`src/rtl/ecc_err_pkg.sv`:
```
package ecc_err_pkg;
  localparam int BUS_AW = 8;
  localparam int BUS_DW = 32;

  localparam logic [BUS_AW-1:0] OFS_CTRL    = 8'h00;
  localparam logic [BUS_AW-1:0] OFS_STAT    = 8'h38;
  localparam logic [BUS_AW-1:0] OFS_INTR    = 8'h3C;
  localparam logic [BUS_AW-1:0] OFS_SBE_CNT = 8'h40;
  localparam logic [BUS_AW-1:0] OFS_DBE_CNT = 8'h44;
  localparam logic [BUS_AW-1:0] OFS_EADDR   = 8'h48;

  localparam int CTRL_ECC_EN  = 10;
  localparam int CTRL_CORR_EN = 11;
  localparam int CTRL_INJ_SBE = 13;
  localparam int CTRL_INJ_DBE = 14;

  // status bit = STAT_BASE + source index
  localparam int STAT_BASE = 2;

  // interrupt reg: enable, masks at MASK_BASE + source index, clear
  localparam int INTR_EN   = 0;
  localparam int MASK_BASE = 1;
  localparam int INTR_CLR  = 4;

  // source indices
  localparam int SRC_SBE  = 0;
  localparam int SRC_DBE  = 1;
  localparam int SRC_DROP = 2;
  localparam int NUM_SRC  = 3;
  localparam int NUM_CNT  = 2;

  typedef struct packed {
    logic inj_dbe;
    logic inj_sbe;
    logic corr_en;
    logic ecc_en;
  } ctrl_t;
endpackage

```
`src/rtl/ecc_sat_cnt.sv`:
```
module ecc_sat_cnt #(
  parameter int CNT_W = 4
) (
  input  logic             clk_i,
  input  logic             rst_ni,
  input  logic             inc_i,
  input  logic             clr_i,
  output logic [CNT_W-1:0] cnt_o
);
  localparam logic [CNT_W-1:0] CNT_MAX = '1;

  logic [CNT_W-1:0] cnt_q;

  always_ff @(posedge clk_i or negedge rst_ni) begin
    if (!rst_ni)                        cnt_q <= '0;
    else if (clr_i)                     cnt_q <= inc_i ? CNT_W'(1) : '0;
    else if (inc_i && cnt_q != CNT_MAX) cnt_q <= cnt_q + 1'b1;
  end

  assign cnt_o = cnt_q;

  a_r4_no_wrap: assert property (@(posedge clk_i) disable iff (!rst_ni)
    (cnt_q == CNT_MAX && !clr_i) |=> cnt_q == CNT_MAX);

  a_r8_clear_keeps_hit: assert property (@(posedge clk_i) disable iff (!rst_ni)
    (clr_i && inc_i) |=> cnt_q == CNT_W'(1));
endmodule

```
`src/rtl/ecc_err_track.sv`:
```
module ecc_err_track
  import ecc_err_pkg::*;
#(
  parameter int CNT_W = 4,
  parameter int EAW   = 32
) (
  input  logic                      clk_i,
  input  logic                      rst_ni,
  input  logic [NUM_SRC-1:0]        ev_i,
  input  logic [EAW-1:0]            eaddr_i,
  input  logic                      clr_i,
  output logic [NUM_SRC-1:0]        flags_o,
  output logic [NUM_CNT-1:0][CNT_W-1:0] cnt_o,
  output logic [EAW-1:0]            eaddr_o
);
  logic [NUM_SRC-1:0] flags_q;
  logic [EAW-1:0]     eaddr_q;
  logic               capture;

  for (genvar g = 0; g < NUM_SRC; g++) begin : g_flag
    always_ff @(posedge clk_i or negedge rst_ni) begin
      if (!rst_ni)      flags_q[g] <= 1'b0;
      else if (ev_i[g]) flags_q[g] <= 1'b1;
      else if (clr_i)   flags_q[g] <= 1'b0;
    end

    a_r3_flag_sets: assert property (@(posedge clk_i) disable iff (!rst_ni)
      ev_i[g] |=> flags_q[g]);
  end

  // counters only for single- and double-bit classes
  for (genvar c = 0; c < NUM_CNT; c++) begin : g_cnt
    ecc_sat_cnt #(.CNT_W(CNT_W)) u_cnt (
      .clk_i (clk_i),
      .rst_ni(rst_ni),
      .inc_i (ev_i[c]),
      .clr_i (clr_i),
      .cnt_o (cnt_o[c])
    );
  end

  assign capture = ev_i[SRC_SBE] | ev_i[SRC_DBE];

  always_ff @(posedge clk_i or negedge rst_ni) begin
    if (!rst_ni)      eaddr_q <= '0;
    else if (capture) eaddr_q <= eaddr_i;
  end

  assign flags_o = flags_q;
  assign eaddr_o = eaddr_q;

  a_r5_addr_hold: assert property (@(posedge clk_i) disable iff (!rst_ni)
    !(ev_i[SRC_SBE] || ev_i[SRC_DBE]) |=> $stable(eaddr_q));

  a_r7_clear_empties: assert property (@(posedge clk_i) disable iff (!rst_ni)
    (clr_i && ev_i == '0) |=> flags_q == '0);
endmodule

```
`src/rtl/ecc_irq_ctl.sv`:
```
module ecc_irq_ctl
  import ecc_err_pkg::*;
#(
  parameter int DW = 32
) (
  input  logic               clk_i,
  input  logic               rst_ni,
  input  logic               wr_i,
  input  logic [DW-1:0]      wdata_i,
  input  logic [NUM_SRC-1:0] flags_i,
  output logic               en_o,
  output logic [NUM_SRC-1:0] mask_o,
  output logic               clr_o,
  output logic               irq_o
);
  logic               en_q;
  logic [NUM_SRC-1:0] mask_q;

  always_ff @(posedge clk_i or negedge rst_ni) begin
    if (!rst_ni) begin
      en_q   <= 1'b0;
      mask_q <= '0;
    end else if (wr_i) begin
      en_q   <= wdata_i[INTR_EN];
      mask_q <= wdata_i[MASK_BASE +: NUM_SRC];
    end
  end

  assign clr_o  = wr_i & wdata_i[INTR_CLR];
  assign irq_o  = en_q & |(flags_i & ~mask_q);
  assign en_o   = en_q;
  assign mask_o = mask_q;

  a_r6_all_masked_quiet: assert property (@(posedge clk_i) disable iff (!rst_ni)
    (&mask_q) |-> !irq_o);

  a_r7_clear_alone_off: assert property (@(posedge clk_i) disable iff (!rst_ni)
    (wr_i && wdata_i[INTR_CLR] && !wdata_i[INTR_EN]) |=> !irq_o);
endmodule

```
`src/rtl/ecc_err_csr.sv`:
```
module ecc_err_csr
  import ecc_err_pkg::*;
#(
  parameter int AW    = BUS_AW,
  parameter int DW    = BUS_DW,
  parameter int CNT_W = 4,
  parameter int EAW   = 32
) (
  input  logic          clk_i,
  input  logic          rst_ni,
  input  logic          req_i,
  input  logic          we_i,
  input  logic [AW-1:0] addr_i,
  input  logic [DW-1:0] wdata_i,
  output logic [DW-1:0] rdata_o,
  input  logic          sbe_i,
  input  logic          dbe_i,
  input  logic          drop_i,
  input  logic [EAW-1:0] err_addr_i,
  output logic          irq_o,
  output logic          ecc_en_o,
  output logic          corr_en_o,
  output logic          inj_sbe_o,
  output logic          inj_dbe_o
);
  ctrl_t                         ctrl_q;
  logic                          wr;
  logic                          wr_ctrl, wr_intr;
  logic [NUM_SRC-1:0]            ev, flags, mask;
  logic [NUM_CNT-1:0][CNT_W-1:0] cnt;
  logic [EAW-1:0]                eaddr;
  logic                          irq_en, clr;

  assign wr      = req_i & we_i;
  assign wr_ctrl = wr && addr_i == AW'(OFS_CTRL);
  assign wr_intr = wr && addr_i == AW'(OFS_INTR);

  always_ff @(posedge clk_i or negedge rst_ni) begin
    if (!rst_ni) ctrl_q <= '0;
    else if (wr_ctrl) begin
      ctrl_q.ecc_en  <= wdata_i[CTRL_ECC_EN];
      ctrl_q.corr_en <= wdata_i[CTRL_CORR_EN];
      ctrl_q.inj_sbe <= wdata_i[CTRL_INJ_SBE];
      ctrl_q.inj_dbe <= wdata_i[CTRL_INJ_DBE];
    end
  end

  assign ecc_en_o  = ctrl_q.ecc_en;
  assign corr_en_o = ctrl_q.corr_en;
  assign inj_sbe_o = ctrl_q.inj_sbe;
  assign inj_dbe_o = ctrl_q.inj_dbe;

  always_comb begin
    ev           = '0;
    ev[SRC_SBE]  = sbe_i;
    ev[SRC_DBE]  = dbe_i;
    ev[SRC_DROP] = drop_i;
  end

  ecc_irq_ctl #(.DW(DW)) u_irq (
    .clk_i  (clk_i),
    .rst_ni (rst_ni),
    .wr_i   (wr_intr),
    .wdata_i(wdata_i),
    .flags_i(flags),
    .en_o   (irq_en),
    .mask_o (mask),
    .clr_o  (clr),
    .irq_o  (irq_o)
  );

  ecc_err_track #(.CNT_W(CNT_W), .EAW(EAW)) u_track (
    .clk_i  (clk_i),
    .rst_ni (rst_ni),
    .ev_i   (ev),
    .eaddr_i(err_addr_i),
    .clr_i  (clr),
    .flags_o(flags),
    .cnt_o  (cnt),
    .eaddr_o(eaddr)
  );

  always_comb begin
    rdata_o = '0;
    unique case (addr_i)
      AW'(OFS_CTRL): begin
        rdata_o[CTRL_ECC_EN]  = ctrl_q.ecc_en;
        rdata_o[CTRL_CORR_EN] = ctrl_q.corr_en;
        rdata_o[CTRL_INJ_SBE] = ctrl_q.inj_sbe;
        rdata_o[CTRL_INJ_DBE] = ctrl_q.inj_dbe;
      end
      AW'(OFS_STAT):    rdata_o[STAT_BASE +: NUM_SRC] = flags;
      AW'(OFS_INTR): begin
        rdata_o[INTR_EN]              = irq_en;
        rdata_o[MASK_BASE +: NUM_SRC] = mask;
      end
      AW'(OFS_SBE_CNT): rdata_o[CNT_W-1:0] = cnt[SRC_SBE];
      AW'(OFS_DBE_CNT): rdata_o[CNT_W-1:0] = cnt[SRC_DBE];
      AW'(OFS_EADDR):   rdata_o[EAW-1:0]   = eaddr;
      default:          rdata_o = '0;
    endcase
  end

  a_r2_inj_follows_write: assert property (@(posedge clk_i) disable iff (!rst_ni)
    wr_ctrl |=> inj_dbe_o == $past(wdata_i[CTRL_INJ_DBE]));
endmodule

```
`config.mk`:
```
export PLATFORM = sky130hd
export DESIGN_NAME = ecc_err_csr
export DESIGN_NICKNAME = d
export VERILOG_FILES = /design/src/rtl/ecc_err_pkg.sv /design/src/rtl/ecc_sat_cnt.sv /design/src/rtl/ecc_err_track.sv /design/src/rtl/ecc_irq_ctl.sv /design/src/rtl/ecc_err_csr.sv
export SDC_FILE = /design/constraint.sdc
export NUM_CORES = 1
export LEC_CHECK = 0
export BUFFER_PORTS_ARGS = -buffer_cell sky130_fd_sc_hd__clkbuf_2
export CAP_MARGIN = 10
export CORE_MARGIN = 2
export CORE_UTILIZATION = 30
export CTS_CLUSTER_DIAMETER = 50
export CTS_CLUSTER_SIZE = 8
export DETAILED_ROUTE_END_ITERATION = 16
export GPL_TIMING_DRIVEN = 0
export SYNTH_ARGS = -nofsm -noshare
export SYNTH_HDL_FRONTEND = slang
export SYNTH_SLANG_ARGS = --single-unit
export TNS_END_PERCENT = 20
```
`constraint.sdc`:
```
create_clock -name clk_i -period 1.47 [get_ports clk_i]
set_input_delay 0.294 -clock clk_i [delete_from_list [all_inputs] [get_ports clk_i]]
set_output_delay 0.294 -clock clk_i [all_outputs]
set_load 0.02 [all_outputs]
```
==> impl_metrics.csv, run 1 <==
group,metric,value,unit
sta,final.hold.worst_slack,-0.004582,ns
drt,drtPass1Iterations,4,
sta,timing.final.crit_period,1.803,ns
layout,final_net_count,400,
setup_path,cp_cell_sequence,"buf_8, nor4b_4, buf_6, nand3b_1, o221ai_2, clkbuf_8",
drt,wirelength,6667,um
power,report.power.total,3.255,mW
global_routing,grt_antenna_before_repair,0,
clock_network,cts_root_buf,"clkbuf_8",
global_routing,grt_start_max_net_pins,29,
floorplan,die_area,9366,um^2
clock_network,max-clock-path-buffers,2,
placement,hpwl,4993,um
clock_network,cts_sinks,51,
floorplan,die_w,96.78,um
yosys,ys.flop_type,"dfrtp_1",
yosys,synth-edff-count,0,
sta,finalWorstSetupSlack,-0.3329,ns
sta,grt_setup_unrepaired,"yes",
power,power_per_cell_area,896.3,nW/um^2
power,ir_drop,0.5045,mV
layout,flow.area_growth_from_synthesis,40.60,%
floorplan,die_y,96.78,um
placement,finalWeightedCongestion,0.7863,
layout,layout.core_utilization,0.4375,
layout,final_common_cell,"clkbuf_2",
sta,slew_of_the_pin_with_the_lowest_slew_margin,0.6546,ns
outcome,outcome,"finished, violations left",
setup_path,startpoint,"addr_i[5]",
drt,route.vias.total,2098,
sta,timing.final.crit_share,1.226,
sta,final.setup_skew,0.001141,ns
yosys,synth_cell_type_count,42,
setup_path,slowest_cp_cell,"nor4b_4",
layout,drive_above_1_share,0.5406,
floorplan,placeableCoreArea,8299,um^2
sta,setup_violations,33,
clock_network,cts_tree,"done",
drt,violation_count_after_the_first_detailed_route_iteration,51,
global_routing,grt_pass1_vias,2236,
clock_network,clk_pin_slew,0.10,ns
drt,route.detailed.drc,0,
yosys,async_flop_share,1.000,
yosys,synth_seq_cells,51,
yosys,sequential_share_of_the_synthesized_area,0.4942,
outcome,violations,"hold timing, setup timing",
yosys,synth_nets,293,
drt,routedWlPerCell,15.69,um
setup_path,critPathMaxStageDelay,0.31,ns
setup_path,worst_ep_arrival_time,1.51,ns
setup_path,required,1.18,ns
clock_network,cts_max_level,2,
yosys,post_synth_inst_count,212,
layout,antennaDiodeCount,0,
floorplan,start_util,0.3112,
clock_network,clk_latency,0.31,ns
job,timing.max_cap.violations,0,
global_routing,tot_gr_track_use,0.1434,
setup_path,cp-start-kind,"input port",
sta,finalSetupTns,-6.109,ns
floorplan,ios,116,
sta,max_freq,554.7,MHz
drt,routed_via_density,4.936,
sta,fin_max_slew_vios,0,
min_path,worst_hold_path_type,"in2async",
setup_path,critical_path_class,"in2out",
drt,final_antenna_net_count,0,
global_routing,wire_length_of_the_first_global_routing_pass,10980,um
yosys,syn_area,2582,um^2
sta,hold_viol_final,4,
global_routing,grt.overflow.total,0,
yosys,yosys_warnings,0,
setup_path,worstReg2RegStart,"u_track.g_cnt[1].u_cnt.cnt_o[0]",
clock_network,holdBufCountCts,0,
floorplan,std_cell_rows,33,
yosys,avg_synthesized_cell_area,12.18,um^2
sta,timing.slew.headroom,0.5636,
setup_path,worst_setup_path_end_kind,"primary output",
clock_network,cts-buffers-inserted,5,
setup_path,worst-path-max-fanout,4,
placement,io_buf_count,90,
power,leakage,1.742,nW
layout,layout.cells.most_common_list,"clkbuf_2, dfrtp_1, mux2_2",
## through the flow
| stage | setup slack (ns) | instances | area (um^2) |
|---|---|---|---|
| finish | -0.3329 | 425 | 3631 |
| global route | -0.3975 | 425 | 3631 |
| detailed placement | -0.6394 | 408 | 3209 |
| CTS | -0.3488 | 420 | 3516 |
| global placement | -0.6103 | 407 | 3189 |
| floorplan | -0.1068 | 212 | 2608 |
## synth_stat cells, types with 3 or more instances
master    number  share of area
clkbuf_1       4         0.0058
o21ai_0        4         0.0078
a21o_1         3         0.0087
mux2_2        38           0.17
nand3_1        7          0.014
a22o_1         4          0.014
and3_1        26          0.063
nor3_1         5         0.0097
inv_1          8          0.012
a32oi_1        3          0.010
nand4_1        3         0.0073
dfrtp_1       51           0.49
and2_1         3         0.0073
buf_2          4         0.0078
o221ai_1       5          0.017
nand3b_1       3         0.0087
a21oi_1        4         0.0078
mux2i_1        4          0.016
## registers in the layout (all words and copies together) (netlist names)
name and count:
u_irq.mask_o 3, u_irq.en_o 1, corr_en_o 1, u_track.g_cnt.u_cnt.cnt_o 8, u_track.flags_o 3, inj_sbe_o 1
u_track.eaddr_o 32, inj_dbe_o 1, ecc_en_o 1
## critical path, delay by kind of cell
kind,cells,cell delay (ns)
buffers and inverters,3,0.43
AOI/OAI and AO/OA,1,0.27
and+or+nand+nor,2,0.51
## repair_timing
action,CTS,global route
setup buffers,4,5
pin swaps,4,6
resized for setup,47,28
cloned,0,1
hold endpoints to repair,0,0
endpoints found under the setup margin,33,33
## area by class of cell
class                      count  area (um^2)
buffer                        12        88.84
inverter                       8        30.03
timing repair buffer         101        765.7
fill                         784         4668
tap                          105        131.4
clock buffer                   6        72.57
sequential                    51         1276
multi-input combinational    140         1250
clock inverter                 2        16.27
## where the power goes
group          total, mW  leakage, nW  switching (mW)  internal (mW)
clock              0.830       0.0418           0.487          0.343
combinational      0.673         1.10           0.316          0.357
sequential          1.75        0.600           0.161           1.59
## path summary, 6_finish.rpt
kind | slack [ns] | depth (start not counted) | endpoint
worst min register to register | 0.50 | 1 | u_track.eaddr_o[0]
worst max-delay path | -0.33 | 6 | rdata_o[2]
worst min-delay path | -0.005 | 1 | u_track.eaddr_o[28]
worst max register to register | 0.11 | 4 | u_track.g_cnt[1].u_cnt.cnt_o[0]
max in group asynchronous | 0.88 | 2 | inj_dbe_o
min in group clk_i | 0.18 | 2 | u_track.flags_o[2]
## cells by family (layout without fill, tap and decap cells)
kind of cell             Yosys count  count (layout)  share of synthesized area
adder cells (fa/ha/maj)            2               2                   0.009688
multiplexers                      44              44                     0.1899
buffers and inverters             21             129                    0.04070
AO/OA/AOI/OAI                     28              28                    0.08188
flip-flops                        51              51                     0.4942
AND/OR/NAND/NOR                   66              66                     0.1836
## per-layer routing
| layer | track usage | share of wire | vias up |
|---|---|---|---|
| met5 | 0 | 0 | - |
| met4 | 0.03250 | 0.0084 | 0 |
| met3 | 0.04624 | 0.060 | 6 |
| met2 | 0.2302 | 0.48 | 63 |
| met1 | 0.1896 | 0.45 | 1025 |
| li1 | - | - | 1004 |
(Power assumes the default switching activity.)
==> run 2, diff against run 1 <==
Clock period 1.47 ns to 1.98 ns, I/O delays scaled along.
==> impl_metrics.csv, run 2 (synthesized netlist as in run 1, its figures left out) <==
group,metric,value,unit
clock_network,holdBufCountCts,0,
min_path,worst_hold_path_type,"in2async",
sta,timing.slew.headroom,0.5852,
placement,finalWeightedCongestion,0.8062,
layout,layout.core_utilization,0.4108,
power,power_per_cell_area,728.4,nW/um^2
setup_path,path_buf_inv,3,
setup_path,worst_ep_arrival_time,1.60,ns
setup_path,critPathMaxStageDelay,0.32,ns
power,report.power.total,2.483,mW
clock_network,cts_tree,"done",
power,switching_component_of_the_power,681.2,uW
drt,drtPass1Iterations,4,
sta,fin_max_slew_vios,0,
sta,timing.final.crit_period,1.996,ns
placement,detailed_place.area,3184,um^2
power,leakage,1.678,nW
global_routing,grt_start_max_net_pins,30,
sta,timing.final.crit_share,1.008,
drt,routedWlPerCell,14.88,um
power,fraction_of_power_consumed_by_combinational_cells,0.192,
global_routing,grt_antenna_before_repair,0,
drt,route.vias.total,2031,
floorplan,start_util,0.3112,
floorplan,die_w,96.78,um
global_routing,grt_pass1_vias,2202,
floorplan,die_area,9366,um^2
sta,grt_setup_unrepaired,"yes",
global_routing,wire_length_of_the_first_global_routing_pass,10570,um
clock_network,cts_root_buf,"clkbuf_8",
drt,violation_count_after_the_first_detailed_route_iteration,53,
placement,hpwl,4780,um
drt,final_antenna_net_count,0,
power,ir_drop,0.4042,mV
sta,hold_viol_final,0,
layout,layout.cells.most_common_list,"clkbuf_2, dfrtp_1, mux2_2",
clock_network,cts_max_level,2,
global_routing,tot_gr_track_use,0.1376,
outcome,outcome,"finished, violations left",
layout,flow.area_growth_from_synthesis,32.03,%
placement,dp_slack,-0.3614,ns
layout,final_net_count,394,
clock_network,cts_sinks,51,
floorplan,std_cell_rows,33,
layout,fillers,822,
clock_network,cts-buffers-inserted,5,
layout,drive_above_1_share,0.5176,
drt,routed_via_density,4.859,
power,portion_of_total_power_attributed_to_sequential_cells,0.523,
sta,final.setup_skew,0.001570,ns
outcome,violations,"setup timing",
setup_path,cp_cell_sequence,"buf_8, nor4b_4, buf_6, nand3b_1, o221ai_2, clkbuf_8",
job,timing.max_cap.violations,0,
layout,postLayoutCellArea,3410,um^2
sta,max_freq,501.1,MHz
layout,final_common_cell,"clkbuf_2",
sta,slew_of_the_pin_with_the_lowest_slew_margin,0.6221,ns
floorplan,die_y,96.78,um
global_routing,grt.overflow.total,0,
setup_path,required,1.58,ns
setup_path,critical_path_class,"in2out",
floorplan,placeableCoreArea,8299,um^2
drt,wirelength,6219,um
placement,io_buf_count,90,
floorplan,ios,116,
setup_path,critical-path-top-delay-family,"simple AND/OR/NAND/NOR gates",
power,switching_share,0.2743,
layout,largest_register_ffs,32,
setup_path,worst_setup_path_end_kind,"primary output",
clock_network,clk_pin_slew,0.09,ns
setup_path,slowest_cp_cell,"nor4b_4",
sta,finalWorstSetupSlack,-0.01578,ns
setup_path,worst-path-max-fanout,4,
sta,setup_violations,3,
clock_network,max-clock-path-buffers,2,
setup_path,cp-start-kind,"input port",
clock_network,clk_latency,0.29,ns
power,clkPwrFrac,0.284,
power,cellInternalPower,1.802,mW
drt,route.detailed.drc,0,
layout,antennaDiodeCount,0,
==> run 2: changes by cell type in the layout (fill, tap and decap cells not counted), sizes merged <==
cell,previous run,this run
bufinv,0,1
clkbuf,89,93
inv,9,8
buf,30,19
==> run 2: area by class of cell <==
| type | count | area, um^2 | area share |
|---|---|---|---|
| Inverter | 8 | 30.03 | 0.008807 |
| Buffer | 12 | 81.33 | 0.02385 |
| Timing Repair Buffer | 95 | 558.0 | 0.1637 |
| Clock inverter | 2 | 37.54 | 0.01101 |
| Clock buffer | 5 | 68.82 | 0.02018 |
| Multi-Input combinational cell | 140 | 1226 | 0.3596 |
| Tap cell | 105 | 131.4 | 0.03853 |
| Sequential cell | 51 | 1276 | 0.3743 |
==> run 2: routing by layer <==
metal,vias to the layer above,global-route usage,wire length [um]
li1,994,-,-
met1,973,0.1791,2852
met2,62,0.2302,2949
met3,2,0.04118,402
met4,0,0.02384,15
met5,-,0,0
==> run 2: final timing paths <==
path / start / end / slack [ns] / cells after the start
worst max-delay path: addr_i[7] / rdata_o[3] / -0.02 / 6
worst min-delay path: rst_ni / u_track.eaddr_o[31] / 0.10 / 1
worst max register to register: u_track.g_cnt[1].u_cnt.cnt_o[0] / u_track.g_cnt[1].u_cnt.cnt_o[0] / 0.61 / 4
worst min register to register: u_track.eaddr_o[24] / u_track.eaddr_o[24] / 0.50 / 1
max in group asynchronous: rst_ni / u_track.eaddr_o[30] / 1.31 / 2
min in group clk_i: drop_i / u_track.flags_o[2] / 0.27 / 2
==> run 2: power groups by stage <==
stage          Sequential, mW  Clock (mW)  Combinational [mW]
2_1_floorplan            1.28           0               0.316
3_3_place_gp             1.31           0               0.454
5_1_grt                  1.32       0.772               0.544
6_report                 1.30       0.706               0.478
3_5_place_dp             1.32           0               0.469
4_1_cts                  1.30       0.738               0.486
==> run 2: timing repair <==
item | in CTS | in global routing
buffers inserted | 4 | 0
endpoints found under the setup margin | 31 | 28
pin swaps | 4 | 2
gates resized for setup | 17 | 10
==> run 2: metrics by stage <==
stage               setup TNS [ns]  hold WS, ns  cells
floorplan                        0       0.1004    212
global placement            -6.563       0.4676    407
detailed placement          -6.546       0.4532    408
CTS                        -0.1363       0.1244    419
global route               -0.7134       0.1565    418
finish                    -0.02356       0.1018    418
